===== config.mk =====
export PLATFORM = sky130hd
export DESIGN_NAME = hdlc_tx_framer
export DESIGN_NICKNAME = d
export VERILOG_FILES = /design/src/rtl/hdlc_tx_pkg.sv /design/src/rtl/hdlc_fcs_gen.sv /design/src/rtl/hdlc_zero_stuffer.sv /design/src/rtl/hdlc_line_coder.sv /design/src/rtl/hdlc_frame_seq.sv /design/src/rtl/hdlc_tx_framer.sv
export SDC_FILE = /design/constraint.sdc
export NUM_CORES = 1
export LEC_CHECK = 0
export BUFFER_PORTS_ARGS = -buffer_cell sky130_fd_sc_hd__clkbuf_2
export CORE_ASPECT_RATIO = 0.8
export CORE_MARGIN = 1
export CORE_UTILIZATION = 58
export DETAILED_ROUTE_END_ITERATION = 16
export PLACE_DENSITY = 0.78
export SYNTH_ARGS = -nofsm -noshare
export SYNTH_HDL_FRONTEND = slang
export SYNTH_SLANG_ARGS = --single-unit

===== constraint.sdc =====
create_clock -name clk -period 2.3 [get_ports clk]
set_input_delay 0.345 -clock clk [delete_from_list [all_inputs] [get_ports clk]]
set_output_delay 0.345 -clock clk [all_outputs]
set_load 0.02 [all_outputs]

===== src/rtl/hdlc_tx_pkg.sv =====
// Package: shared types and constants for the HDLC frame transmitter.
// Assumes frames use a fixed 8-bit flag; everything else is parameterised
// in the modules.
package hdlc_tx_pkg;

    // Unit being serialised by the frame sequencer
    typedef enum logic [2:0] {
        ST_IDLE,
        ST_OPEN,
        ST_DATA,
        ST_FCS,
        ST_CLOSE,
        ST_ABORT
    } seq_state_t;

    localparam int          FLAG_LEN     = 8;
    localparam logic [7:0]  FLAG_PATTERN = 8'h7E;

endpackage


===== src/rtl/hdlc_fcs_gen.sv =====
// Module: hdlc_fcs_gen
// Bit-serial CRC register for the frame check sequence. Works in reflected
// (LSB-first) form. It presets at frame start, steps once per data bit, then
// shifts out its contents one bit per FCS bit. Assumes preset, step and
// shift are mutually exclusive in any cycle.
module hdlc_fcs_gen #(
    parameter int               CRC_W  = 16,
    parameter logic [CRC_W-1:0] POLY   = 16'h8408,
    parameter logic [CRC_W-1:0] PRESET = 16'hFFFF
) (
    input  logic             clk,
    input  logic             rst_n,
    input  logic             preset,
    input  logic             step,
    input  logic             step_bit,
    input  logic             shift,
    output logic             fcs_bit,
    output logic [CRC_W-1:0] crc_q
);

    // Remainder register: preset, fold in a data bit, or shift toward the line
    always_ff @(posedge clk) begin
        if (!rst_n) begin
            crc_q <= PRESET;
        end else if (preset) begin
            crc_q <= PRESET;
        end else if (step) begin
            crc_q <= (crc_q >> 1) ^ ((crc_q[0] ^ step_bit) ? POLY : '0);
        end else if (shift) begin
            crc_q <= {1'b1, crc_q[CRC_W-1:1]};
        end
    end

    // The FCS goes out complemented, lowest bit first
    assign fcs_bit = ~crc_q[0];

endmodule


===== src/rtl/hdlc_zero_stuffer.sv =====
// Module: hdlc_zero_stuffer
// Inserts a 0 after RUN consecutive eligible 1 bits. While a zero is
// inserted, the source is held (src_adv low). Ineligible bits (flags,
// abort) clear the run count. Assumes the source changes only when
// src_adv is high.
module hdlc_zero_stuffer #(
    parameter int RUN = 5
) (
    input  logic clk,
    input  logic rst_n,
    input  logic tick,
    input  logic src_bit,
    input  logic src_elig,
    output logic out_bit,
    output logic src_adv
);

    localparam int RW = $clog2(RUN + 1);

    logic [RW-1:0] ones_q;
    logic          stuff_now;

    // A full run means the next line bit must be an inserted zero
    assign stuff_now = (ones_q == RW'(RUN));
    assign out_bit   = stuff_now ? 1'b0 : src_bit;
    assign src_adv   = tick && !stuff_now;

    // Count consecutive eligible ones put on the line
    always_ff @(posedge clk) begin
        if (!rst_n) begin
            ones_q <= '0;
        end else if (tick) begin
            if (stuff_now)
                ones_q <= '0;
            else if (src_elig && src_bit)
                ones_q <= ones_q + 1'b1;
            else
                ones_q <= '0;
        end
    end

endmodule


===== src/rtl/hdlc_line_coder.sv =====
// Module: hdlc_line_coder
// Registers the line bit on each tick. In NRZ mode the bit goes out as is.
// In NRZI mode a 0 toggles the level and a 1 keeps it. hold_high forces the
// line to 1. Assumes mode changes happen only between frames.
module hdlc_line_coder (
    input  logic clk,
    input  logic rst_n,
    input  logic tick,
    input  logic bit_in,
    input  logic nrzi,
    input  logic hold_high,
    output logic line_q
);

    // Line level register
    always_ff @(posedge clk) begin
        if (!rst_n) begin
            line_q <= 1'b1;
        end else if (tick) begin
            if (hold_high)
                line_q <= 1'b1;
            else if (nrzi)
                line_q <= bit_in ? line_q : ~line_q;
            else
                line_q <= bit_in;
        end
    end

endmodule


===== src/rtl/hdlc_frame_seq.sv =====
// Module: hdlc_frame_seq
// Frame sequencer. Walks through idle flags, opening flag, data bytes, FCS,
// closing flag and abort. It presents one source bit at a time and moves on
// when the stuffer accepts it (adv). It also owns the byte handshake, the
// underrun latch and the RTS release. Assumes adv is only high on bit ticks.
module hdlc_frame_seq
    import hdlc_tx_pkg::*;
#(
    parameter int BYTE_W    = 8,
    parameter int CRC_W     = 16,
    parameter int ABORT_LEN = 8
) (
    input  logic              clk,
    input  logic              rst_n,
    input  logic              adv,
    input  logic [BYTE_W-1:0] in_data,
    input  logic              in_valid,
    input  logic              in_eom,
    input  logic              abort_req,
    input  logic              rts_req,
    input  logic              fcs_bit,
    output logic              src_bit,
    output logic              src_elig,
    output logic              in_ready,
    output logic              crc_preset,
    output logic              crc_step,
    output logic              crc_shift,
    output logic              idle,
    output logic              rts_out,
    output logic              underrun,
    output seq_state_t        state_o
);

    localparam int MAX_A  = (BYTE_W > CRC_W) ? BYTE_W : CRC_W;
    localparam int MAX_B  = (ABORT_LEN > FLAG_LEN) ? ABORT_LEN : FLAG_LEN;
    localparam int MAXLEN = (MAX_A > MAX_B) ? MAX_A : MAX_B;
    localparam int CNT_W  = $clog2(MAXLEN);

    seq_state_t        state_q;
    logic [CNT_W-1:0]  cnt_q;
    logic [BYTE_W-1:0] sh_q;
    logic              eom_q;
    logic              abort_q;
    int                unit_len;
    logic              last;
    logic              frame_live;
    logic              abort_take;
    logic              start_ok;
    logic              load_pt;

    // Length of the unit being sent and whether this is its last bit
    always_comb begin
        case (state_q)
            ST_DATA:  unit_len = BYTE_W;
            ST_FCS:   unit_len = CRC_W;
            ST_ABORT: unit_len = ABORT_LEN;
            default:  unit_len = FLAG_LEN;
        endcase
    end
    assign last = (cnt_q == CNT_W'(unit_len - 1));

    assign frame_live = (state_q == ST_OPEN) || (state_q == ST_DATA) || (state_q == ST_FCS);
    assign abort_take = abort_q && frame_live;
    assign start_ok   = rts_req && in_valid;
    assign load_pt    = (state_q == ST_OPEN) || ((state_q == ST_DATA) && !eom_q);

    // Bit presented to the stuffer and whether it may be stuffed
    always_comb begin
        case (state_q)
            ST_DATA:  src_bit = sh_q[0];
            ST_FCS:   src_bit = fcs_bit;
            ST_ABORT: src_bit = 1'b1;
            default:  src_bit = FLAG_PATTERN[cnt_q[2:0]];
        endcase
    end
    assign src_elig = (state_q == ST_DATA) || (state_q == ST_FCS);

    // Handshake and CRC control strobes
    assign in_ready   = adv && last && !abort_take && load_pt;
    assign crc_preset = adv && last && (state_q == ST_IDLE) && start_ok;
    assign crc_step   = adv && (state_q == ST_DATA);
    assign crc_shift  = adv && (state_q == ST_FCS);
    assign idle       = (state_q == ST_IDLE);
    assign state_o    = state_q;

    // Unit sequencing, byte capture and underrun latch
    always_ff @(posedge clk) begin
        if (!rst_n) begin
            state_q  <= ST_IDLE;
            cnt_q    <= '0;
            sh_q     <= '0;
            eom_q    <= 1'b0;
            underrun <= 1'b0;
        end else if (adv) begin
            if (abort_take) begin
                state_q <= ST_ABORT;
                cnt_q   <= '0;
            end else if (!last) begin
                cnt_q <= cnt_q + 1'b1;
                if (state_q == ST_DATA)
                    sh_q <= sh_q >> 1;
            end else begin
                cnt_q <= '0;
                case (state_q)
                    ST_IDLE: begin
                        if (start_ok) begin
                            state_q  <= ST_OPEN;
                            underrun <= 1'b0;
                        end
                    end
                    ST_OPEN, ST_DATA: begin
                        if ((state_q == ST_DATA) && eom_q) begin
                            state_q <= ST_FCS;
                        end else if (in_valid) begin
                            sh_q    <= in_data;
                            eom_q   <= in_eom;
                            state_q <= ST_DATA;
                        end else begin
                            underrun <= 1'b1;
                            state_q  <= ST_FCS;
                        end
                    end
                    ST_FCS:   state_q <= ST_CLOSE;
                    default:  state_q <= ST_IDLE;
                endcase
            end
        end
    end

    // Pending abort: held until taken, dropped outside a live frame
    always_ff @(posedge clk) begin
        if (!rst_n)
            abort_q <= 1'b0;
        else if (adv && abort_take)
            abort_q <= 1'b0;
        else if (abort_req)
            abort_q <= 1'b1;
        else if (!frame_live)
            abort_q <= 1'b0;
    end

    // RTS rises at once and falls only on a bit tick spent in idle
    always_ff @(posedge clk) begin
        if (!rst_n)
            rts_out <= 1'b0;
        else if (rts_req)
            rts_out <= 1'b1;
        else if (adv && (state_q == ST_IDLE))
            rts_out <= 1'b0;
    end

endmodule


===== src/rtl/hdlc_tx_framer.sv =====
// Module: hdlc_tx_framer (top)
// HDLC frame transmitter: sequencer -> zero stuffer -> NRZ/NRZI line coder,
// with a bit-serial FCS register beside the sequencer. One line bit per
// bit_en cycle. Assumes nrzi_mode changes only between frames.
module hdlc_tx_framer
    import hdlc_tx_pkg::*;
#(
    parameter int               BYTE_W     = 8,
    parameter int               CRC_W      = 16,
    parameter logic [CRC_W-1:0] CRC_POLY   = 16'h8408,
    parameter logic [CRC_W-1:0] CRC_PRESET = 16'hFFFF,
    parameter int               STUFF_RUN  = 5,
    parameter int               ABORT_LEN  = 8
) (
    input  logic              clk,
    input  logic              rst_n,
    input  logic              bit_en,
    input  logic [BYTE_W-1:0] in_data,
    input  logic              in_valid,
    output logic              in_ready,
    input  logic              in_eom,
    input  logic              abort_req,
    input  logic              nrzi_mode,
    input  logic              rts_req,
    output logic              txd,
    output logic              rts_out,
    output logic              underrun
);

    logic             src_bit;
    logic             src_elig;
    logic             src_adv;
    logic             line_bit;
    logic             fcs_bit;
    logic             crc_preset;
    logic             crc_step;
    logic             crc_shift;
    logic             seq_idle;
    seq_state_t       seq_state;
    logic [CRC_W-1:0] crc_val;

    hdlc_frame_seq #(
        .BYTE_W    (BYTE_W),
        .CRC_W     (CRC_W),
        .ABORT_LEN (ABORT_LEN)
    ) u_seq (
        .clk        (clk),
        .rst_n      (rst_n),
        .adv        (src_adv),
        .in_data    (in_data),
        .in_valid   (in_valid),
        .in_eom     (in_eom),
        .abort_req  (abort_req),
        .rts_req    (rts_req),
        .fcs_bit    (fcs_bit),
        .src_bit    (src_bit),
        .src_elig   (src_elig),
        .in_ready   (in_ready),
        .crc_preset (crc_preset),
        .crc_step   (crc_step),
        .crc_shift  (crc_shift),
        .idle       (seq_idle),
        .rts_out    (rts_out),
        .underrun   (underrun),
        .state_o    (seq_state)
    );

    hdlc_fcs_gen #(
        .CRC_W  (CRC_W),
        .POLY   (CRC_POLY),
        .PRESET (CRC_PRESET)
    ) u_fcs (
        .clk      (clk),
        .rst_n    (rst_n),
        .preset   (crc_preset),
        .step     (crc_step),
        .step_bit (src_bit),
        .shift    (crc_shift),
        .fcs_bit  (fcs_bit),
        .crc_q    (crc_val)
    );

    hdlc_zero_stuffer #(
        .RUN (STUFF_RUN)
    ) u_stuff (
        .clk      (clk),
        .rst_n    (rst_n),
        .tick     (bit_en),
        .src_bit  (src_bit),
        .src_elig (src_elig),
        .out_bit  (line_bit),
        .src_adv  (src_adv)
    );

    hdlc_line_coder u_coder (
        .clk       (clk),
        .rst_n     (rst_n),
        .tick      (bit_en),
        .bit_in    (line_bit),
        .nrzi      (nrzi_mode),
        .hold_high (nrzi_mode && seq_idle),
        .line_q    (txd)
    );

endmodule


Yosys cells after proc, flatten, opt, wreduce, memory -nomap -nowiden

Memories as Yosys holds them, arrays and structs flattened. A register that Yosys moved wholly into a read port is not among the register bits.
Cells that the tools add are included.

Memories: 1
Bits in read-only memories: 8
Input port bits: 16
Output and inout port bits: 4
Bits in registers: 39
Word-level logic and storage cells: 109

Memory list:

| memory          | depth | bits a word | rd ports | clocked after memory_dff | write ports | RTL line             | text |
|---|---|---|---|---|---|---|---|
| (no name shown) | 8     | 1           | 1        | 1                        | 0           | hdlc_frame_seq.sv:73 | `default: src_bit = FLAG_PATTERN[cnt_q[2:0]];` |

Bitwise operators: 7
Add/subtract/negate cells: 3
Equality and inequality tests: 15
Mux-type cells: 35
$lt $le $gt $ge: 1
Reductions and logical operators: 37

Operator list:

| operator                                                                     | count |
|---|---|
| 16-bit 2-to-1 mux                                                            | 3 |
| 8-bit 2-to-1 mux                                                             | 5 |
| 3-bit 2-to-1 mux                                                             | 8 |
| 1-bit logical AND                                                            | 16 |
| 15-bit by 16-bit XOR with 16-bit output                                      | 1 |
| 1-bit 2-to-1 mux                                                             | 13 |
| 4-bit 2-to-1 mux                                                             | 3 |
| 2-bit != test, second input constant                                         | 6 |
| 6-bit AND reduction                                                          | 2 |
| 2-bit nonzero test                                                           | 5 |
| 3-bit one-hot mux with 3 select lines                                        | 1 |
| 7-bit AND reduction                                                          | 1 |
| 3-bit by 2-bit equality test with 1-bit output, second input constant        | 2 |
| 3-bit equality test, second input constant                                   | 2 |
| 2-bit OR reduction                                                           | 3 |
| 1-bit inverter                                                               | 5 |
| 4-bit by 1-bit adder with 4-bit output, second input constant                | 1 |
| 4-bit equality test                                                          | 1 |
| 1-bit logical OR                                                             | 4 |
| 3-bit by 4-bit less-than comparator with 1-bit output, second input constant | 1 |
| 4-bit by 1-bit subtractor with 4-bit output, second input constant           | 1 |
| 3-bit by 1-bit adder with 3-bit output, second input constant                | 1 |
| 3-bit by 1-bit equality test with 1-bit output, second input constant        | 1 |
| 1-bit logical NOT                                                            | 3 |
| 9 further kinds                                                              | 9 |

Longest topological paths before layout

Depth after elaboration: 8
Gate-level depth with buffers: 8
Gate-level depth less buffers: 7

Hierarchy

A second synthesis with hierarchy kept.

Cells, all modules: 255
Area, all modules: 2100.8 um^2

By module, submodules not included:

| module            | cells each | times used | area each (um^2) |
|---|---|---|---|
| hdlc_frame_seq    | 155        | 1          | 1253.7 |
| hdlc_fcs_gen      | 74         | 1          | 606.8 |
| hdlc_zero_stuffer | 19         | 1          | 178.9 |
| hdlc_line_coder   | 6          | 1          | 55.1 |
| hdlc_tx_framer    | 1          | 1          | 6.3 |

Worst setup path after synthesis

Ideal clock, no wire load.

Kind: reg-to-reg
Start point: register u_stuff.ones_q[1]
End point: register u_stuff.ones_q[2]
Required time: 2.225 ns
Period minus slack after synthesis: 1.749 ns
Cell stages (with the launch flop): 8
Library setup time: 0.075 ns
Slack: 0.551 ns
Arrival time: 1.674 ns
Path buffers: 0
Path through: dfxtp_1 > inv_1 > ha_1 > a21boi_4 > nand3_4 > a21o_1 > or3b_1 > a31oi_1

Longest elaborated chain between the ends: 3
Elaborated cells between the ends (all ways): 4

Ends and longest elaborated chain:

| element                                | RTL line                | text |
|---|---|---|
| start: declaration                     | hdlc_zero_stuffer.sv:20 | `logic [RW-1:0] ones_q;` |
| start signal: assignment               | hdlc_zero_stuffer.sv:36 | `ones_q <= ones_q + 1'b1;` |
| 3-bit by 1-bit adder with 3-bit output | hdlc_zero_stuffer.sv:36 |  |
| 3-bit 2-to-1 mux                       | hdlc_zero_stuffer.sv:35 | `else if (src_elig && src_bit)` |
| 3-bit 2-to-1 mux (*)                   | hdlc_zero_stuffer.sv:33 | `if (stuff_now)` |

Mark *: on every way between the ends. The rest lies on a longest branch, timed or not.
A chain may end at the register's enable or synchronous reset.

Worst setup path in the final report

Start point: register u_seq.state_q[0], in the netlist u_seq.state_o[0]
End point: output in_ready

Longest elaborated chain between the ends: 7
Elaborated cells between the ends (all ways): 15

Ends and longest elaborated chain:

| element                                                                                | RTL line                                   | text |
|---|---|---|
| start: declaration                                                                     | hdlc_frame_seq.sv:39                       | `seq_state_t state_q;` |
| start signal: assignment                                                               | hdlc_frame_seq.sv:89                       | `state_q <= ST_IDLE;` |
| start signal: assignment                                                               | hdlc_frame_seq.sv:96                       | `state_q <= ST_ABORT;` |
| start signal: assignment                                                               | hdlc_frame_seq.sv:107                      | `state_q <= ST_OPEN;` |
| 3-bit by 2-bit equality test with 1-bit output (tied with other cells)                 | hdlc_frame_seq.sv:53, hdlc_frame_seq.sv:62 |  |
| 4-bit 2-to-1 mux / 1-bit logical OR (equally long branches)                            | hdlc_frame_seq.sv:53, hdlc_frame_seq.sv:62 |  |
| 4-bit by 1-bit subtractor with 4-bit output / 1-bit logical OR (equally long branches) | hdlc_frame_seq.sv:60, hdlc_frame_seq.sv:62 |  |
| 4-bit equality test / 1-bit logical AND (equally long branches)                        | hdlc_frame_seq.sv:60, hdlc_frame_seq.sv:63 |  |
| 1-bit logical AND / 1-bit logical NOT (equally long branches)                          | hdlc_frame_seq.sv:79                       | `assign in_ready = adv && last && !abort_take && load_pt;` |
| 1-bit logical AND                                                                      | hdlc_frame_seq.sv:79                       |  |
| 1-bit logical AND (*)                                                                  | hdlc_frame_seq.sv:79                       |  |
| end: declaration                                                                       | hdlc_tx_framer.sv:20                       | `output logic in_ready,` |

Marked as above.

==> results.yml <==
sta:
  drv_slew: 0
  hold_viol: 0
  finClkSkew_ns: 0.00900
  max_freq_mhz: 462
  timing.hold.ws_ns: 0.251
  worst_slew_pin_slew_ns: 0.595
  rsz0062_at_grt: "false"
  finalSetupViolCount: 0
  setup_tns_ns: 0
  finalCriticalPeriod_ns: 2.17
  relSlewSlack: 0.603
  fin_crit_sh: 0.942
detailed_routing:
  drt_iter0_drc: 169
  totalWireLength_mm: 4.18
  dr.pass1.iters: 4
  viasPerCell: 5.79
  drcViolationCount: 0
  drt-wirelength-per-cell_um: 14.0
  vias: 1724
  drtAntennaViolNets: 0
status:
  status: "completed"
worst_setup_path:
  critPathMaxFanout: 18
  start_kind: "flop"
  crit_required_ns: 1.96
  path_class: "flop to output pin"
  critPathMaxStageDelay_ns: 0.70
  path_cells: "nor2_1 > o21ai_2 > nor2_1 > clkbuf_2"
  cpMostUsedCell: "nor2_1"
  crit_arrival_ns: 1.82
  setup.worst_path.end_class: "output pin"
  crit_slowest_cell: "dfxtp_1"
cts:
  cts_tree: "built"
  clk_pin_slew_worst_paths_ns: 0.08
  cts_buffers: 5
  post_cts_buffers: 0
  cts_sinks: 40
  clock_path_buffers: 2
  cts_resized: 0
  holdBufCountCts: 0
  root_buffer: "clkbuf_8"
  htreeDepth: 2
  insertion_delay_ns: 0.31
pwr:
  p_per_area_nw_per_um2: 566
  p_leak_nw: 0.891
  p_switching_mw: 0.305
  p_clk_frac: 0.381
  p_comb_frac: 0.065
  p_total_mw: 1.28
  seqPwrFrac: 0.554
  ir_worst_vdd_v: 0.000437
  switching_share: 0.238
  p_int_mw: 0.974
global_route:
  grt_pass1_wl_mm: 7.40
  grt_antenna_before_repair: 0
  grt_usage: 0.260
  grt_pass1_vias: 1586
  grt_overflow: 0
  grt_max_degree: 20
final_layout:
  syn_to_final_growth_pct: 9.80
  nets: 276
  antenna_cells: 0
  nFillCells: 258
  drive_above_1_share: 0.194
logic_synthesis:
  yosysTopAreaCell: "dfxtp_1"
  synth_compound_area_frac: 0.199
  synth.cell_area_um2: 2060
  synthArstFlopShare: 0
  synthCells: 238
  synth_cell_types: 57
  synth_edf_count: 0
  synth_fa_ha_area_frac: 0.0183
  synth_mux_area_frac: 0.0755
  ys_ff_latch: 40
  synth_nets: 257
  yosysMostFrequentCell: "dfxtp_1"
  synth_ff_type: "dfxtp_1"
  synth_top_family_by_area: "simple AND/OR/NAND/NOR gates"
  yosys.area_share.simple: 0.266
  synth.top_cells.by_count: "dfxtp_1, nand2_1, nor2_1, nand3_1, mux2i_1"
  yosys-top-cells-area: "dfxtp_1, nand2_1, mux2i_1, nand3_1, nor2_1"
  ys_seq_area_frac: 0.390
  yosysWarningCount: 0
  synth-xor-area-share: 0.00426
  avgSynthCellArea_um2: 8.64
  synth_top_area_frac: 0.390
place:
  place_congestion: 0.825
  hpwl_mm: 2.82
  io_buffer_count: 19
die:
  rows: 18
  die_area_um2: 3790
  initial_core_util: 0.638
  coreArea_um2: 3220
  fp.dieH_um: 55.3
  die_x_um: 68.6
  num_io_pins: 20
worst_hold_path:
  hp-class: "input port to flop"
job:
  maxCapViolations: 0
==> power by group through the flow <==
stage	Sequential [mW]	Clock [mW]	Combinational [mW]
floorplan	0.725	0	0.0521
global placement	0.724	0	0.0817
detailed placement	0.724	0	0.0818
CTS	0.708	0.492	0.0826
global route	0.709	0.528	0.0917
finish	0.708	0.487	0.0828
==> worst paths after layout <==
path,from,cells after the start,end,slack [ns]
worst max-delay path,u_seq.state_o[0],4,in_ready,0.13
worst min-delay path,in_data[7],3,u_seq.sh_q[7],0.25
worst max register to register,u_seq.state_o[0],5,u_seq.state_o[0],0.26
worst min register to register,u_fcs.crc_q[9],2,u_fcs.crc_q[8],0.47
==> cells by family after synthesis <==
logic type | Yosys count
XOR/XNOR | 1
flip-flops | 40
AO/OA/AOI/OAI | 53
AND/OR/NAND/NOR | 109
buffers and inverters | 18
adder cells (fa/ha/maj) | 3
multiplexers | 14
==> metrics by stage <==
stage	util	cell area, um2	cells	setup WS (ns)
final	0.701	2260	298	0.134
after global routing	0.701	2260	298	0.0148
after CTS	0.700	2260	298	0.0770
after detailed placement	0.672	2160	290	0.251
after global placement	0.672	2160	290	0.302
after floorplan	-	2060	238	0.551
==> critical path: cells and delay by family, from the launching register on <==
kind	cells	cell delay (ns)
AND/OR/NAND/NOR	2	0.28
flip-flops	1	0.70
buffers and inverters	1	0.17
AO/OA/AOI/OAI	1	0.36
==> state kept, by name, summed over array words and instances (netlist names), named ones only <==
| signal | flops |
|---|---|
| u_seq.rts_out | 1 |
| u_coder.line_q | 1 |
| u_seq.abort_q | 1 |
| u_seq.underrun | 1 |
| u_fcs.crc_q | 16 |
| u_seq.cnt_q | 4 |
| u_stuff.ones_q | 3 |
| u_seq.sh_q | 8 |
| u_seq.eom_q | 1 |
| u_seq.state_o | 3 |
==> cell usage in the layout, fill, tap and decap left out, types with 3 or more instances in the layout <==
cell type / synthesis / routed
a211oi_1: 6 / 6
and2_1: 3 / 3
nand2_1: 37 / 37
a21oi_1: 8 / 8
nor2_1: 20 / 20
clkbuf_2: 0 / 19
inv_1: 5 / 5
nand3_1: 19 / 19
nor2b_1: 3 / 3
o21ai_1: 7 / 7
dfxtp_1: 40 / 39
mux2i_1: 11 / 11
a211oi_2: 3 / 3
o21ai_0: 6 / 6
nor3b_1: 4 / 4
nand2b_1: 5 / 5
ha_1: 3 / 3
clkbuf_8: 0 / 6
buf_4: 3 / 5
==> routing by layer <==
metal	routed length, um	track usage	vias up
met5	0	0	-
met4	48	0.0714	0
met3	249	0.0806	5
met2	1730	0.340	55
met1	2160	0.402	776
li1	-	-	888
==> area by class of cell <==
type / instances / area [um2] / share of cell area
well taps: 40 / 50.0 / 0.0222
repair buffers: 24 / 133 / 0.0588
multi-input cells: 180 / 1160 / 0.513
clock buffers: 6 / 82.6 / 0.0366
inverters: 6 / 22.5 / 0.00998
flip-flops and latches: 40 / 802 / 0.355
clock inverters: 2 / 10.0 / 0.00443
Note: power is estimated with default switching activity, not from simulation.
